==> config.mk <==
export PLATFORM = sky130hd
export DESIGN_NAME = fdc_glue
export DESIGN_NICKNAME = d
export VERILOG_FILES = /design/src/rtl/fdc_glue_pkg.sv /design/src/rtl/fdc_port_decode.sv /design/src/rtl/fdc_drive_latch.sv /design/src/rtl/fdc_boot_overlay.sv /design/src/rtl/fdc_glue.sv
export SDC_FILE = /design/constraint.sdc
export NUM_CORES = 1
export LEC_CHECK = 0
export BUFFER_PORTS_ARGS = -buffer_cell sky130_fd_sc_hd__buf_2
export CAP_MARGIN = 20
export CELL_PAD_IN_SITES_DETAIL_PLACEMENT = 1
export CELL_PAD_IN_SITES_GLOBAL_PLACEMENT = 1
export CORE_MARGIN = 4
export CORE_UTILIZATION = 27
export DETAILED_ROUTE_END_ITERATION = 10
export GPL_TIMING_DRIVEN = 0
export PLACE_DENSITY_LB_ADDON = 0.08
export SLEW_MARGIN = 20
export SYNTH_ARGS = -nofsm -noshare
export SYNTH_HDL_FRONTEND = slang
export SYNTH_SLANG_ARGS = --single-unit
==> constraint.sdc <==
create_clock -name clk_i -period 1.75 [get_ports clk_i]
set_input_delay 0.0875 -clock clk_i [delete_from_list [all_inputs] [get_ports clk_i]]
set_output_delay 0.0875 -clock clk_i [all_outputs]
set_load 0.005 [all_outputs]
==> src/rtl/fdc_glue_pkg.sv <==
package fdc_glue_pkg;

  typedef enum logic [2:0] {
    OFF_CMD     = 3'd0,
    OFF_TRK     = 3'd1,
    OFF_SEC     = 3'd2,
    OFF_DAT     = 3'd3,
    OFF_GAP_A   = 3'd4,
    OFF_GAP_B   = 3'd5,
    OFF_SEL     = 3'd6,
    OFF_DAT_ALT = 3'd7
  } port_off_e;

  localparam int SIDE_BIT = 5;

  typedef struct packed {
    logic       fdc_hit;
    logic       sel_wr;
    logic       ovl_rd;
    logic [1:0] reg_idx;
  } dec_t;

endpackage

==> src/rtl/fdc_port_decode.sv <==
module fdc_port_decode
  import fdc_glue_pkg::*;
(
  input  logic       sel_i,
  input  logic       wr_i,
  input  logic [2:0] addr_i,
  output dec_t       dec_o
);

  port_off_e off;

  always_comb begin
    off           = port_off_e'(addr_i);
    dec_o         = '0;
    dec_o.reg_idx = addr_i[1:0];
    if (sel_i) begin
      unique case (off)
        OFF_CMD, OFF_TRK, OFF_SEC, OFF_DAT, OFF_DAT_ALT: dec_o.fdc_hit = 1'b1;
        OFF_SEL: begin
          dec_o.sel_wr = wr_i;
          dec_o.ovl_rd = !wr_i;
        end
        default: ;
      endcase
    end
  end

endmodule

==> src/rtl/fdc_drive_latch.sv <==
module fdc_drive_latch #(
  parameter int DRIVES       = 4,
  parameter int MOTOR_CYCLES = 300
) (
  input  logic              clk_i,
  input  logic              rst_ni,
  input  logic              load_i,
  input  logic [DRIVES-1:0] drives_i,
  input  logic              side_i,
  output logic [DRIVES-1:0] drive_sel_o,
  output logic              side_o,
  output logic              motor_on_o
);

  localparam int CNT_W = $clog2(MOTOR_CYCLES + 1);
  localparam logic [CNT_W-1:0] CNT_LOAD = CNT_W'(MOTOR_CYCLES);
  localparam logic [CNT_W-1:0] CNT_ONE  = CNT_W'(1);

  logic [CNT_W-1:0] cnt_q;

  always_ff @(posedge clk_i or negedge rst_ni) begin
    if (!rst_ni) begin
      drive_sel_o <= '0;
      side_o      <= 1'b0;
      cnt_q       <= '0;
    end else if (load_i) begin
      // reload wins over expiry on the same edge
      drive_sel_o <= drives_i;
      side_o      <= side_i;
      cnt_q       <= (|drives_i) ? CNT_LOAD : '0;
    end else if (cnt_q != '0) begin
      cnt_q <= cnt_q - CNT_ONE;
      if (cnt_q == CNT_ONE) drive_sel_o <= '0;
    end
  end

  assign motor_on_o = (cnt_q != '0);

endmodule

==> src/rtl/fdc_boot_overlay.sv <==
module fdc_boot_overlay #(
  parameter int ADDR_W        = 16,
  parameter int OVERLAY_BYTES = 1024
) (
  input  logic              clk_i,
  input  logic              rst_ni,
  input  logic              clear_i,
  input  logic [ADDR_W-1:0] mem_addr_i,
  output logic              active_o,
  output logic              rom_sel_o
);

  localparam logic [ADDR_W:0] LIMIT = (ADDR_W + 1)'(OVERLAY_BYTES);

  always_ff @(posedge clk_i or negedge rst_ni) begin
    if (!rst_ni)      active_o <= 1'b1;
    else if (clear_i) active_o <= 1'b0;
  end

  assign rom_sel_o = active_o && ({1'b0, mem_addr_i} < LIMIT);

endmodule

==> src/rtl/fdc_glue.sv <==
module fdc_glue
  import fdc_glue_pkg::*;
#(
  parameter int DRIVES        = 4,
  parameter int MOTOR_CYCLES  = 300,
  parameter int ADDR_W        = 16,
  parameter int OVERLAY_BYTES = 1024
) (
  input  logic              clk_i,
  input  logic              rst_ni,
  input  logic              io_sel_i,
  input  logic              io_wr_i,
  input  logic [2:0]        io_addr_i,
  input  logic [7:0]        io_wdata_i,
  output logic [7:0]        io_rdata_o,
  output logic              fdc_cs_o,
  output logic              fdc_we_o,
  output logic [1:0]        fdc_addr_o,
  output logic [7:0]        fdc_wdata_o,
  input  logic [7:0]        fdc_rdata_i,
  output logic [DRIVES-1:0] drive_sel_o,
  output logic              side_o,
  output logic              motor_on_o,
  input  logic [ADDR_W-1:0] mem_addr_i,
  output logic              boot_rom_o,
  output logic              rom_sel_o
);

  dec_t dec;

  fdc_port_decode u_dec (
    .sel_i  (io_sel_i),
    .wr_i   (io_wr_i),
    .addr_i (io_addr_i),
    .dec_o  (dec)
  );

  assign fdc_cs_o    = dec.fdc_hit;
  assign fdc_we_o    = dec.fdc_hit && io_wr_i;
  assign fdc_addr_o  = dec.reg_idx;
  assign fdc_wdata_o = ~io_wdata_i;

  always_comb begin
    if (dec.fdc_hit && !io_wr_i) io_rdata_o = ~fdc_rdata_i;
    else if (dec.ovl_rd)         io_rdata_o = 8'hFF;
    else                         io_rdata_o = 8'h00;
  end

  fdc_drive_latch #(
    .DRIVES       (DRIVES),
    .MOTOR_CYCLES (MOTOR_CYCLES)
  ) u_latch (
    .clk_i       (clk_i),
    .rst_ni      (rst_ni),
    .load_i      (dec.sel_wr),
    .drives_i    (io_wdata_i[DRIVES-1:0]),
    .side_i      (io_wdata_i[SIDE_BIT]),
    .drive_sel_o (drive_sel_o),
    .side_o      (side_o),
    .motor_on_o  (motor_on_o)
  );

  fdc_boot_overlay #(
    .ADDR_W        (ADDR_W),
    .OVERLAY_BYTES (OVERLAY_BYTES)
  ) u_ovl (
    .clk_i      (clk_i),
    .rst_ni     (rst_ni),
    .clear_i    (dec.ovl_rd),
    .mem_addr_i (mem_addr_i),
    .active_o   (boot_rom_o),
    .rom_sel_o  (rom_sel_o)
  );

endmodule

==> flow_metrics.py, run 1 <==
metrics = {
    "status": {
        "outcome": "complete, no violations",
    },
    "layout": {
        "layout-drive-gt1-share_pct": 49.4,
        "layout_commonest_cell": "buf_2",
        "fin_cells": 208,
        "register_area_sq_um": 378,
        "final_cell_mix": "buf_2 (56), dfrtp_1 (13), inv_1 (12)",
        "antenna_cells": 0,
        "fill_cells": 421,
        "nets": 206,
        "multiInputGateArea_sq_um": 475,
        "area_growth_pct": 50.8,
    },
    "min_path": {
        "hold_path_class": "input pin to flip-flop",
        "hold_start": "io_wdata_i[5]",
    },
    "synth": {
        "synth_area_per_cell_sq_um": 9.15,
        "yosysSeqAreaShare_pct": 42.5,
        "yosys.area.top_type": "dfrtp_1",
        "synth_cells": 97,
        "synth_edf_count": 0,
        "synthFlopType": "dfrtp_1",
        "synth_nets": 138,
        "synth_top_area_share_pct": 39.5,
        "synth_async_sr_flop_share_pct": 100,
        "synth.distinct_cells": 32,
        "synth_area_leaders": "dfrtp_1 (39%), o21ai_0 (6.2%), inv_1 (5.1%)",
        "yosysWarnings": 0,
        "synth_area_sq_um": 887,
        "yosys_register_bits": 15,
    },
    "clocking": {
        "clkTransAtPathRegs_ns": 0.09,
        "insertion_delay_ns": 0.27,
        "cts_tree": "done",
        "cts.sinks": 15,
        "cts_max_path_buffers": 2,
        "cts_root_buf": "clkbuf_4",
        "htreeDepth": 1,
        "numCtsBuffers": 3,
    },
    "detailed_routing": {
        "drc": 0,
        "via_per_inst": 4.42,
        "dr.pass1.iters": 3,
        "drtIter0Drc": 3,
        "ant_nets": 0,
        "routed_wl_um": 2580,
        "wire_per_inst_um": 12.4,
        "via_count": 919,
    },
    "sta": {
        "slew_headroom_pct": 56.4,
        "worstMarginPinSlew_ns": 0.646,
        "fin_crit_ns": 1.67,
        "hold_ws_ns": 0.0903,
        "finalCritPeriodShare_pct": 95.2,
        "final.setup.tns_ns": 0,
        "fmax_ghz": 0.600,
        "skew_ns": 0.00103,
        "drv_slew": 0,
        "rsz0062_at_grt": "no",
        "setup_viol": 0,
        "finalHoldViolCount": 0,
    },
    "power_and_ir_drop": {
        "total_power_mw": 1.53,
        "leakage_nw": 0.707,
        "vdd_drop_max_v": 0.000359,
        "p_per_area_nw_per_um2": 1140,
    },
    "floorplanning": {
        "die_y_um": 65.3,
        "num_rows": 20,
        "start_util_pct": 28.6,
        "dieArea_sq_um": 4270,
        "die_w_um": 65.3,
        "coreArea_sq_um": 3100,
        "io_pins": 67,
    },
    "worst_setup_path": {
        "worstPathRequired_ns": 1.90,
        "worstSetupStartpointType": "flip-flop",
        "worst_setup_path_end_kind": "flip-flop",
        "cp.arrival_ns": 1.82,
        "cp_slowest_cell": "or4b_4",
        "slowest_delay_ns": 0.50,
        "rr_startpoint": "u_latch.cnt_q[0]",
        "crit_buf_inv": 1,
        "critical-path-top-delay-family": "simple AND/OR/NAND/NOR gates",
        "critPathLaunch": "u_latch.cnt_q[0]",
        "path_class": "flip-flop to flip-flop",
        "crit_chain": "inv_1, ha_2, or4b_4, nor3_4, o22ai_2",
        "cp_max_fo": 4,
    },
    "placement": {
        "hpwl_um": 2050,
        "gp_congestion": 0.750,
        "dp_cells": 197,
        "port_buffers": 56,
    },
    "grt": {
        "grt_max_degree": 16,
        "grt_pass1_wl_um": 4280,
        "antenna_found_initial": 0,
        "grt_pass1_vias": 951,
        "grt_use_total_pct": 12.8,
        "grt-ovfl-total": 0,
    },
    "job": {
        "cap_violations": 0,
    },
}
==> power breakdown <==
part / switching (mW) / total, mW / internal (mW)
clock: 0.103 / 0.191 / 0.0882
sequential: 0.171 / 0.663 / 0.492
combinational: 0.310 / 0.675 / 0.364
total: 0.584 / 1.53 / 0.945
==> layer usage <==
metal  global-route usage [%]  routed length, um
met5                        0                  0
met4                     3.89                 11
met3                     2.91                164
met2                     20.6               1220
met1                     16.9               1190
==> state kept, by name (all words and copies together) (netlist names) <==
| register | count |
|---|---|
| u_latch.cnt_q | 9 |
| u_latch.drive_sel_o | 4 |
| u_latch.side_o | 1 |
| u_ovl.active_o | 1 |
==> worst paths after layout <==
kind	to	slack, ns	cells past startpoint
setup / recovery	u_latch.drive_sel_o[2]	0.08	5
hold / removal	u_latch.side_o	0.09	3
setup reg to reg	u_latch.drive_sel_o[2]	0.08	5
hold reg to reg	u_latch.side_o	0.49	2
max in group asynchronous	u_ovl.active_o	1.22	2
min in group asynchronous	u_latch.drive_sel_o[0]	0.24	2
==> layout make-up <==
type	instances	share of cell area, %
clock buffers	4	1.96
well taps	44	4.12
inverters	12	3.37
plain buffers	4	1.68
repair buffers	63	25.1
multi-input cells	66	35.5
flip-flops and latches	15	28.3
==> cell usage after synthesis, types with 2 or more instances <==
cell,n
inv_1,12
ha_1,2
dfrtp_1,14
buf_4,2
and2_1,3
nand2b_1,2
o22ai_1,4
or4b_1,2
clkbuf_1,2
or4_4,2
o21ai_1,2
xnor2_1,4
nand2_1,11
o21ai_0,11
nor4_2,2
nor2_1,6
==> metrics by stage <==
step | worst slack [ns] | utilization, % | area, sq um
5_1_grt | 0.00772 | 43.1 | 1340
4_1_cts | 0.0285 | 41.3 | 1280
3_5_place_dp | -0.0292 | 39.4 | 1220
2_1_floorplan | 0.213 | - | 887
3_3_place_gp | -0.0153 | 39.4 | 1220
6_report | 0.0842 | 43.1 | 1340
==> tightest hold or removal path: cells and delay by family <==
family	cells	cell delay (ns)
buffers and inverters	2	0.15
AOI/OAI and AO/OA	1	0.08
==> logic make-up after synthesis <==
kind of cell	after synthesis	share of synthesized area [%]
compound gates	23	15.8
xor+xnor	5	4.94
fa+ha+maj	2	2.82
buf+inv	16	7.62
flops	15	42.5
mux	1	1.27
simple gates	35	25.1
==> what timing repair did <==
item	CTS	global route
hold endpoints to repair	15	0
pin swaps	0	3
buffers inserted	1	5
hold buffers	1	0
setup endpoints to repair	5	5
resized for setup	3	4
(Power assumes the default switching activity.)
==> run 2: changes to the inputs <==
- clock period: 1.75 -> 1.7 ns (I/O delays scaled with it)
==> flow_metrics.py, run 2 (synthesized netlist as in run 1, its figures left out) <==
metrics = {
    "detailed_routing": {
        "drc": 0,
        "drtIter0Drc": 4,
        "wire_per_inst_um": 12.5,
        "dr.pass1.iters": 2,
        "via_count": 911,
        "routed_wl_um": 2600,
        "ant_nets": 0,
        "via_per_inst": 4.40,
    },
    "worst_setup_path": {
        "cp.arrival_ns": 1.54,
        "r2r-end": "u_latch.drive_sel_o[2]",
        "worstSetupStartpointType": "flip-flop",
        "r2r_cells": 5,
        "cp_max_fo": 3,
        "rr_startpoint": "u_latch.cnt_q[0]",
        "worst_setup_path_end_kind": "output pin",
        "r2r_slack_ns": 0.09,
        "worstPathRequired_ns": 1.62,
        "path_class": "flip-flop to output pin",
    },
    "sta": {
        "finalCritPeriodShare_pct": 95.5,
        "fin_ws_ns": 0.0758,
        "fmax_ghz": 0.616,
        "final.setup.tns_ns": 0,
        "skew_ns": 0.00855,
        "slew_headroom_pct": 54.5,
        "finalHoldViolCount": 0,
        "setup_viol": 0,
        "drv_slew": 0,
        "fin_crit_ns": 1.62,
        "worstMarginPinSlew_ns": 0.674,
        "hold_ws_ns": 0.0803,
        "rsz0062_at_grt": "yes",
    },
    "placement": {
        "hpwl_um": 2050,
        "gp_congestion": 0.750,
        "port_buffers": 56,
        "post-place-ws_ns": -0.0792,
    },
    "min_path": {
        "hold_end": "u_latch.side_o",
        "hold_path_class": "input pin to flip-flop",
        "hold_start": "io_wdata_i[5]",
        "hold_depth": 3,
    },
    "layout": {
        "area_growth_pct": 50.2,
        "final_cell_mix": "buf_2 (56), dfrtp_1 (13), inv_1 (12)",
        "antenna_cells": 0,
        "fill_cells": 415,
        "nets": 205,
        "layout_commonest_cell": "buf_2",
        "top_register": "u_latch.cnt_q",
        "register_area_sq_um": 378,
        "layout-drive-gt1-share_pct": 48.5,
        "multiInputGateArea_sq_um": 478,
        "reg_top3": "u_latch.cnt_q: 9 flops, u_latch.drive_sel_o: 4 flops",
        "largest_register_ffs": 9,
    },
    "floorplanning": {
        "die_w_um": 65.3,
        "die_y_um": 65.3,
        "num_rows": 20,
        "dieArea_sq_um": 4270,
        "start_util_pct": 28.6,
        "io_pins": 67,
        "coreArea_sq_um": 3100,
    },
    "grt": {
        "grt_pass1_wl_um": 4430,
        "grt-ovfl-total": 0,
        "grt_use_total_pct": 13.2,
        "grt_max_degree": 16,
        "grt_pass1_vias": 979,
        "antenna_found_initial": 0,
    },
    "clocking": {
        "cts_root_buf": "clkbuf_4",
        "cts.sinks": 15,
        "htreeDepth": 1,
        "clkTransAtPathRegs_ns": 0.09,
        "cts_tree": "done",
        "numCtsBuffers": 3,
        "insertion_delay_ns": 0.28,
        "cts_max_path_buffers": 2,
    },
    "status": {
        "outcome": "complete, no violations",
    },
    "power_and_ir_drop": {
        "p_per_area_nw_per_um2": 1180,
        "leakage_nw": 0.702,
        "vdd_drop_max_v": 0.000343,
    },
    "job": {
        "cap_violations": 0,
    },
}
run 2: changes by cell type in the layout (fill, tap and decap cells not counted), sizes merged:
cell / before / now
buf: 64 / 63
run 2: layer usage:
| layer | share of wire, % | vias to the layer above | GRT usage (%) |
|---|---|---|---|
| met2 | 47 | 25 | 22.0 |
| met5 | 0 | - | 0 |
| met1 | 47 | 415 | 17.1 |
| met3 | 6.2 | 2 | 2.91 |
| met4 | 0.35 | 0 | 3.89 |
| li1 | - | 469 | - |
run 2: critical path: stages (launching register included):
cell and delay, ns:
dfstp_2 0.54, or4b_1 0.42, nor4_1 0.16, buf_2 0.15
run 2: cell type report:
cell class,instances,area share [%]
timing repair buffer,62,24.6
tap,44,4.13
clock buffer,4,1.97
multi-input combinational,66,35.9
inverter,12,3.38
sequential,15,28.4
buffer,4,1.69
run 2: repair_timing:
item,4_1_cts,5_1_grt
gates resized for setup,4,3
hold buffers,1,0
pin swaps,1,2
gates cloned,0,0
endpoints found under the hold margin,15,0
endpoints found under the setup margin,9,8
buffers inserted,3,2
run 2: power breakdown:
part	leakage [nW]	switching (mW)	internal, mW
Combinational	0.505	0.323	0.359
Sequential	0.182	0.186	0.506
Clock	0.0150	0.109	0.0908
Total	0.702	0.618	0.956
run 2: stage by stage:
| stage | std cells | total power [mW] | area (sq um) | util (%) |
|---|---|---|---|---|
| final | 207 | 1.57 | 1330 | 42.9 |
| after global routing | 207 | 1.72 | 1330 | 42.9 |
| after CTS | 205 | 1.55 | 1300 | 42.0 |
| after detailed placement | 197 | 1.25 | 1220 | 39.4 |
| after global placement | 197 | 1.24 | 1220 | 39.4 |
| after floorplan | 97 | 1.05 | 887 | - |
run 2: worst max-delay path by stage:
stage                           startpoint                endpoint  cells after the start
after floorplan           u_latch.cnt_q[0]  u_latch.drive_sel_o[0]                      5
after global placement    u_latch.cnt_q[0]  u_latch.drive_sel_o[1]                      5
after detailed placement  u_latch.cnt_q[0]  u_latch.drive_sel_o[1]                      5
after CTS                 u_latch.cnt_q[0]  u_latch.drive_sel_o[1]                      5
after global routing        u_ovl.active_o               rom_sel_o                      3
final                       u_ovl.active_o               rom_sel_o                      3
